<file path="src/rtl/irq_arb_pkg.sv">
package irq_arb_pkg;
    localparam int LVL_W   = 3;
    localparam int ID_W    = 4;
    localparam int N_EXT   = 7;
    localparam int N_INT   = 3;
    localparam int N_SRC   = N_EXT + N_INT;
    localparam int SRC_W   = $clog2(N_SRC);
    localparam int SRC_TMR = N_EXT;
    localparam int SRC_COM = N_EXT + 1;
    localparam int SRC_WDG = N_EXT + 2;
    localparam int LVL_TOP = (1 << LVL_W) - 1;

    typedef logic [LVL_W-1:0] lvl_t;
    typedef logic [ID_W-1:0]  arb_id_t;
    typedef logic [SRC_W-1:0] src_t;

    typedef enum logic [1:0] {
        ACK_IDLE,
        ACK_CMP,
        ACK_RESP
    } ack_state_e;
endpackage

</file>
<file path="src/rtl/irq_src_pending.sv">
module irq_src_pending
    import irq_arb_pkg::*;
(
    input  logic             clk,
    input  logic             rst_n,
    input  logic [N_EXT-1:0] ext_irq_i,
    input  logic [N_INT-1:0] set_i,
    input  logic [N_INT-1:0] clr_i,
    output logic [N_SRC-1:0] pend_o
);
    logic [N_EXT-1:0] ext_q;
    logic [N_INT-1:0] int_q;

    always_ff @(posedge clk or negedge rst_n) begin
        if (!rst_n) ext_q <= '0;
        else        ext_q <= ext_irq_i;
    end

    for (genvar k = 0; k < N_INT; k++) begin : g_int
        always_ff @(posedge clk or negedge rst_n) begin
            if (!rst_n) int_q[k] <= 1'b0;
            else        int_q[k] <= set_i[k] | (int_q[k] & ~clr_i[k]);
        end

        // held until cleared
        a_r5_hold_until_clear: assert property (@(posedge clk) disable iff (!rst_n)
            (int_q[k] && !clr_i[k]) |=> int_q[k]);
        // a clear without a set retires the request
        a_r10_clear_retires: assert property (@(posedge clk) disable iff (!rst_n)
            (clr_i[k] && !set_i[k]) |=> !int_q[k]);
        // set wins over clear
        a_r10_set_wins: assert property (@(posedge clk) disable iff (!rst_n)
            set_i[k] |=> int_q[k]);
    end

    assign pend_o = {int_q, ext_q};
endmodule

</file>
<file path="src/rtl/irq_level_map.sv">
module irq_level_map
    import irq_arb_pkg::*;
(
    input  logic             clk,
    input  logic             rst_n,
    input  logic [N_SRC-1:0] pend_i,
    input  lvl_t             tmr_level_i,
    input  lvl_t             com_level_i,
    output lvl_t             eff_lvl_o [N_SRC],
    output lvl_t             ipl_o
);
    for (genvar k = 0; k < N_EXT; k++) begin : g_ext
        assign eff_lvl_o[k] = pend_i[k] ? lvl_t'(k + 1) : '0;
    end
    assign eff_lvl_o[SRC_TMR] = pend_i[SRC_TMR] ? tmr_level_i : '0;
    assign eff_lvl_o[SRC_COM] = pend_i[SRC_COM] ? com_level_i : '0;
    assign eff_lvl_o[SRC_WDG] = pend_i[SRC_WDG] ? lvl_t'(LVL_TOP) : '0;

    always_comb begin
        ipl_o = '0;
        for (int k = 0; k < N_SRC; k++) begin
            if (eff_lvl_o[k] > ipl_o) ipl_o = eff_lvl_o[k];
        end
    end

    // a pending watchdog forces the top level
    a_r2_wdg_top: assert property (@(posedge clk) disable iff (!rst_n)
        pend_i[SRC_WDG] |-> (ipl_o == lvl_t'(LVL_TOP)));
    // timer or engine at a nonzero level keeps the output at or above it
    a_r4_tmr_floor: assert property (@(posedge clk) disable iff (!rst_n)
        pend_i[SRC_TMR] |-> (ipl_o >= tmr_level_i));
endmodule

</file>
<file path="src/rtl/irq_ack_fsm.sv">
module irq_ack_fsm
    import irq_arb_pkg::*;
(
    input  logic                  clk,
    input  logic                  rst_n,
    input  logic                  ack_req_i,
    input  lvl_t                  ack_level_i,
    input  lvl_t                  eff_lvl_i [N_SRC],
    input  logic [N_SRC*ID_W-1:0] arb_id_i,
    output logic                  ack_done_o,
    output logic                  ack_spurious_o,
    output src_t                  ack_src_o,
    output arb_id_t               ack_id_o,
    output logic [N_INT-1:0]      clr_int_o
);
    ack_state_e state_q, state_d;
    lvl_t       lvl_q;
    logic       found_q, found_d;
    src_t       win_src_q, win_src_d;
    arb_id_t    win_id_q, win_id_d;

    always_comb begin
        state_d = state_q;
        unique case (state_q)
            ACK_IDLE: if (ack_req_i) state_d = ACK_CMP;
            ACK_CMP:  state_d = ACK_RESP;
            ACK_RESP: state_d = ACK_IDLE;
            default:  state_d = ACK_IDLE;
        endcase
    end

    always_ff @(posedge clk or negedge rst_n) begin
        if (!rst_n) state_q <= ACK_IDLE;
        else        state_q <= state_d;
    end

    // compare stage: scan every source for the best match at the held level
    always_comb begin
        found_d   = 1'b0;
        win_src_d = '0;
        win_id_d  = '0;
        for (int k = 0; k < N_SRC; k++) begin
            if (lvl_q != '0 && eff_lvl_i[k] == lvl_q &&
                (!found_d || arb_id_i[k*ID_W +: ID_W] >= win_id_d)) begin
                found_d   = 1'b1;
                win_src_d = src_t'(k);
                win_id_d  = arb_id_i[k*ID_W +: ID_W];
            end
        end
    end

    always_ff @(posedge clk or negedge rst_n) begin
        if (!rst_n) begin
            lvl_q     <= '0;
            found_q   <= 1'b0;
            win_src_q <= '0;
            win_id_q  <= '0;
        end else begin
            if (state_q == ACK_IDLE && ack_req_i) lvl_q <= ack_level_i;
            if (state_q == ACK_CMP) begin
                found_q   <= found_d;
                win_src_q <= win_src_d;
                win_id_q  <= win_id_d;
            end
        end
    end

    always_comb begin
        ack_done_o     = 1'b0;
        ack_spurious_o = 1'b0;
        ack_src_o      = '0;
        ack_id_o       = '0;
        clr_int_o      = '0;
        unique case (state_q)
            ACK_IDLE, ACK_CMP: ;
            ACK_RESP: begin
                ack_done_o     = 1'b1;
                ack_spurious_o = !found_q;
                if (found_q) begin
                    ack_src_o = win_src_q;
                    ack_id_o  = win_id_q;
                    for (int k = 0; k < N_INT; k++) begin
                        if (win_src_q == src_t'(SRC_TMR + k)) clr_int_o[k] = 1'b1;
                    end
                end
            end
            default: ;
        endcase
    end

    // accepted request yields done exactly two edges later
    a_r6_two_cycles: assert property (@(posedge clk) disable iff (!rst_n)
        (state_q == ACK_IDLE && ack_req_i) |=> !ack_done_o ##1 ack_done_o);
    // done lasts one cycle
    a_r6_single_pulse: assert property (@(posedge clk) disable iff (!rst_n)
        ack_done_o |=> !ack_done_o);
    // result fields are quiet outside the response
    a_r11_quiet_outside: assert property (@(posedge clk) disable iff (!rst_n)
        !ack_done_o |-> (ack_src_o == '0 && ack_id_o == '0 && !ack_spurious_o));
    // spurious response retires nothing
    a_r9_spurious_no_clear: assert property (@(posedge clk) disable iff (!rst_n)
        (ack_done_o && ack_spurious_o) |-> (clr_int_o == '0));
endmodule

</file>
<file path="src/rtl/irq_level_arbiter.sv">
module irq_level_arbiter
    import irq_arb_pkg::*;
(
    input  logic                  clk,
    input  logic                  rst_n,
    input  logic [N_EXT-1:0]      ext_irq_i,
    input  logic                  wdg_pulse_i,
    input  logic                  tmr_pulse_i,
    input  logic                  com_pulse_i,
    input  logic [LVL_W-1:0]      tmr_level_i,
    input  logic [LVL_W-1:0]      com_level_i,
    input  logic [N_SRC*ID_W-1:0] arb_id_i,
    output logic [LVL_W-1:0]      ipl_o,
    input  logic                  ack_req_i,
    input  logic [LVL_W-1:0]      ack_level_i,
    output logic                  ack_done_o,
    output logic                  ack_spurious_o,
    output logic [SRC_W-1:0]      ack_src_o,
    output logic [ID_W-1:0]       ack_id_o
);
    logic [N_SRC-1:0] pend;
    logic [N_INT-1:0] clr_int;
    lvl_t             eff_lvl [N_SRC];

    irq_src_pending u_pend (
        .clk       (clk),
        .rst_n     (rst_n),
        .ext_irq_i (ext_irq_i),
        .set_i     ({wdg_pulse_i, com_pulse_i, tmr_pulse_i}),
        .clr_i     (clr_int),
        .pend_o    (pend)
    );

    irq_level_map u_map (
        .clk         (clk),
        .rst_n       (rst_n),
        .pend_i      (pend),
        .tmr_level_i (tmr_level_i),
        .com_level_i (com_level_i),
        .eff_lvl_o   (eff_lvl),
        .ipl_o       (ipl_o)
    );

    irq_ack_fsm u_fsm (
        .clk            (clk),
        .rst_n          (rst_n),
        .ack_req_i      (ack_req_i),
        .ack_level_i    (ack_level_i),
        .eff_lvl_i      (eff_lvl),
        .arb_id_i       (arb_id_i),
        .ack_done_o     (ack_done_o),
        .ack_spurious_o (ack_spurious_o),
        .ack_src_o      (ack_src_o),
        .ack_id_o       (ack_id_o),
        .clr_int_o      (clr_int)
    );

    // nothing pending means level 0
    a_r1_none_pending: assert property (@(posedge clk) disable iff (!rst_n)
        (pend == '0) |-> (ipl_o == '0));
    // a sampled pin keeps the level at or above its own
    a_r3_pin_floor: assert property (@(posedge clk) disable iff (!rst_n)
        pend[N_EXT-1] |-> (ipl_o >= lvl_t'(N_EXT)));
endmodule

</file>
<file path="config.mk">
export PLATFORM = sky130hd
export DESIGN_NAME = irq_level_arbiter
export DESIGN_NICKNAME = d
export VERILOG_FILES = /design/src/rtl/irq_arb_pkg.sv /design/src/rtl/irq_src_pending.sv /design/src/rtl/irq_level_map.sv /design/src/rtl/irq_ack_fsm.sv /design/src/rtl/irq_level_arbiter.sv
export SDC_FILE = /design/constraint.sdc
export NUM_CORES = 1
export LEC_CHECK = 0
export BUFFER_PORTS_ARGS = -buffer_cell sky130_fd_sc_hd__buf_2
export CAP_MARGIN = 0
export CORE_MARGIN = 1.5
export CORE_UTILIZATION = 62
export DETAILED_ROUTE_END_ITERATION = 7
export PLACE_DENSITY_LB_ADDON = 0.2
export SLEW_MARGIN = 20
export SYNTH_ARGS = -nofsm -noshare
export SYNTH_HDL_FRONTEND = slang
export SYNTH_HIERARCHICAL = 1
export SYNTH_SLANG_ARGS = --single-unit
</file>
<file path="constraint.sdc">
create_clock -name clk -period 32.9 [get_ports clk]
set_input_delay 3.29 -clock clk [delete_from_list [all_inputs] [get_ports clk]]
set_output_delay 3.29 -clock clk [all_outputs]
set_load 0.03 [all_outputs]
</file>
==> impl_metrics.tcl <==
set metrics [dict create \
    status "finished, final reports clean" \
    route.detailed.drc 0 \
    critPathMaxFanout 10 \
    vias 3539 \
    layout.area.seq_um2 601 \
    setup_tns_ns 0 \
    grt_antenna_before_repair 0 \
    synth_cells 478 \
    core-area_um2 5990 \
    start_kind "input pin" \
    ant_nets 0 \
    cts_buffers 3 \
    insertion_delay_ns 0.27 \
    place.gp.congestion 0.903 \
    syn_area_per_cell_um2 8.10 \
    synth-edff-count 0 \
    rows 28 \
    worstHoldEndpoint "u_fsm/win_id_q[2]" \
    min_from "u_fsm/win_id_q[2]" \
    slew_viol_final 0 \
    post-dp-hpwl_mm 6.97 \
    ys_seq_elements 24 \
    topRoutingLayerUsed "met4" \
    wirelength_mm 8.50 \
    yosys_most_used_dff "dfrtp_1" \
    wl_met2_mm 4.09 \
    period_share_pct 52.3 \
    synthTopCellsByArea "ha_1, dfrtp_1, buf_4" \
    cp_slowest_stage_delay_ns 0.57 \
    drive_above_1_share_pct 20.2 \
    cts.reportedPaths.clkPinSlew_ns 0.08 \
    setup_ws_ns 15.70 \
    ir_drop_v 0.0000503 \
    grt_max_degree 25 \
    drt-met1-wl_mm 3.99 \
    antenna_cells 0 \
    crit_family "compound AO/OA/AOI/OAI gates" \
    grt_setup_unrepaired "no" \
    p_per_area_nw_per_um2 65.1 \
    numPortBuffers 74 \
    cts_max_level 1 \
    cts_resized 0 \
    yosys_warnings 6 \
    max_cap_violations 0 \
    firstDrtPassIters 5 \
    yosysTopAreaCell "ha_1" \
    pin_count 75 \
    cp-end-kind "flop" \
    period_needed_ns 17.20 \
    rrSetupSlack_ns 17.25 \
    area_delta_synth_final_pct 8.21 \
    initial_utilization_pct 64.6 \
    worstHoldPathType "reg2reg" \
    grt_pass1_vias 3135 \
    grt_overflow 0 \
    max-clock-path-buffers 2 \
    wl_met3_um 375 \
    ff2ff_path_depth 69 \
    tightest_slew_ns 0.777 \
    hold_viol 0 \
    yosysSeqAreaShare_pct 15.5 \
    hold_depth 2 \
    netlist.area_leader.share_pct 18.4 \
    multi_input_comb_area_um2 2880 \
    post_cts_buffers 0 \
    criticalPathCategory "in2reg" \
    via_per_inst 5.84 \
    crit_arrival_ns 17.33 \
    setup_violations 0 \
    final_cell_mix "buf_2, ha_1, inv_1" \
    die_x_um 82.0 \
    async_flop_share_pct 100 \
    pre_cts_ws_ns 15.56 \
    grt.total_usage_pct 25.6 \
    clock_skew_ns 0.00525 \
    crit_buf_inv 3 \
    cts_tree "yes" \
    wl_per_cell_um 14.0 \
    final_common_cell "buf_2" \
    die_h_um 82.0 \
    leakage_nw 2.14 \
    die-area_um2 6720 \
    total_power_uw 273 \
    drtIter0Drc 247 \
    final_nets 651 \
    ctsHoldBuffers 0 \
    syn_area_um2 3870 \
    synth.distinct_cells 70 \
    fillers 498 \
    r2r-end "u_fsm/win_id_q[2]" \
    fmax_mhz 58.1 \
    cts_sinks 24 \
    cts_root_buffer "clkbuf_8" \
    slowest_stage "a2111oi_0" \
    relSlewSlack_pct 47.7 \
    r2r_start "u_fsm/lvl_q[2]" \
    critPathRequiredTime_ns 33.03 \
    grt_first_pass_wirelength_mm 13.8 \
]
## synth_stat cells (all sizes together), types with 7 or more instances
cell    count
ha         57
inv        43
nand2      39
buf        29
a21oi      28
nor2       26
o21ai      25
dfrtp      24
xor2       20
a21o       15
nand2b     14
nor3       14
and2       12
and3        9
mux2        7
mux2i       7
## registers in the layout, summed over array words and instances, names as in the netlist
register	cells
u_fsm/win_id_q	4
u_fsm/found_q	1
u_pend/pend_o	3
u_pend/ext_q	7
u_fsm/win_src_q	4
u_fsm/lvl_q	3
u_fsm/state_q	2
## kinds of logic after synthesis
logic type | Yosys count | synth area share [%]
mux | 14 | 3.85
fa+ha+maj | 57 | 18.4
flops | 24 | 15.5
other cells | 1 | 0.0969
buf+inv | 78 | 10.8
compound gates | 127 | 23.4
xor+xnor | 26 | 5.88
simple gates | 151 | 22.1
## worst reg2reg max path: cells and delay by family (launching register included)
kind | cells | cell delay, ns
compound gates | 35 | 7.27
fa+ha+maj | 9 | 2.34
mux | 3 | 1.19
buf+inv | 2 | 0.22
simple gates | 19 | 3.56
flops | 1 | 0.62
xor+xnor | 1 | 0.29
## metal layers
layer / vias to the layer above / GRT usage, %
met3: 4 / 1.44
met1: 1642 / 34.8
met2: 108 / 45.3
met5: - / 0
met4: 0 / 3.56
li1: 1785 / -
## area by class of cell
cell class / count / share of cell area, %
multi-input combinational: 384 / 68.8
sequential: 24 / 14.3
timing repair buffer: 74 / 8.84
inverter: 45 / 4.03
tap: 75 / 2.24
clock buffer: 3 / 0.986
clock inverter: 1 / 0.717
## power breakdown
group	switching, mW	internal [mW]
clock network	0.00931	0.0163
logic	0.113	0.0857
registers	0.0117	0.0362
total	0.134	0.138
## worst max path at each step
stage                 from                end  slack [ns]  cells past startpoint
5_1_grt        arb_id_i[0]  u_fsm/win_id_q[2]       14.53                     68
3_5_place_dp   arb_id_i[0]  u_fsm/win_id_q[2]       15.56                     68
2_1_floorplan  arb_id_i[0]  u_fsm/win_id_q[2]       17.20                     68
6_report       arb_id_i[0]  u_fsm/win_id_q[2]       15.70                     68
4_1_cts        arb_id_i[0]  u_fsm/win_id_q[2]       15.83                     68
3_3_place_gp   arb_id_i[0]  u_fsm/win_id_q[0]       15.91                     68
## through the flow
step | std cells | area, um^2 | util, % | hold WS, ns
2_1_floorplan | 486 | 3900 | - | 0.449
3_3_place_gp | 602 | 4120 | 68.7 | 0.488
3_5_place_dp | 602 | 4120 | 68.7 | 0.484
4_1_cts | 606 | 4190 | 69.9 | 0.503
5_1_grt | 606 | 4190 | 69.9 | 0.560
6_report | 606 | 4190 | 69.9 | 0.509
(Power assumes the default switching activity.)
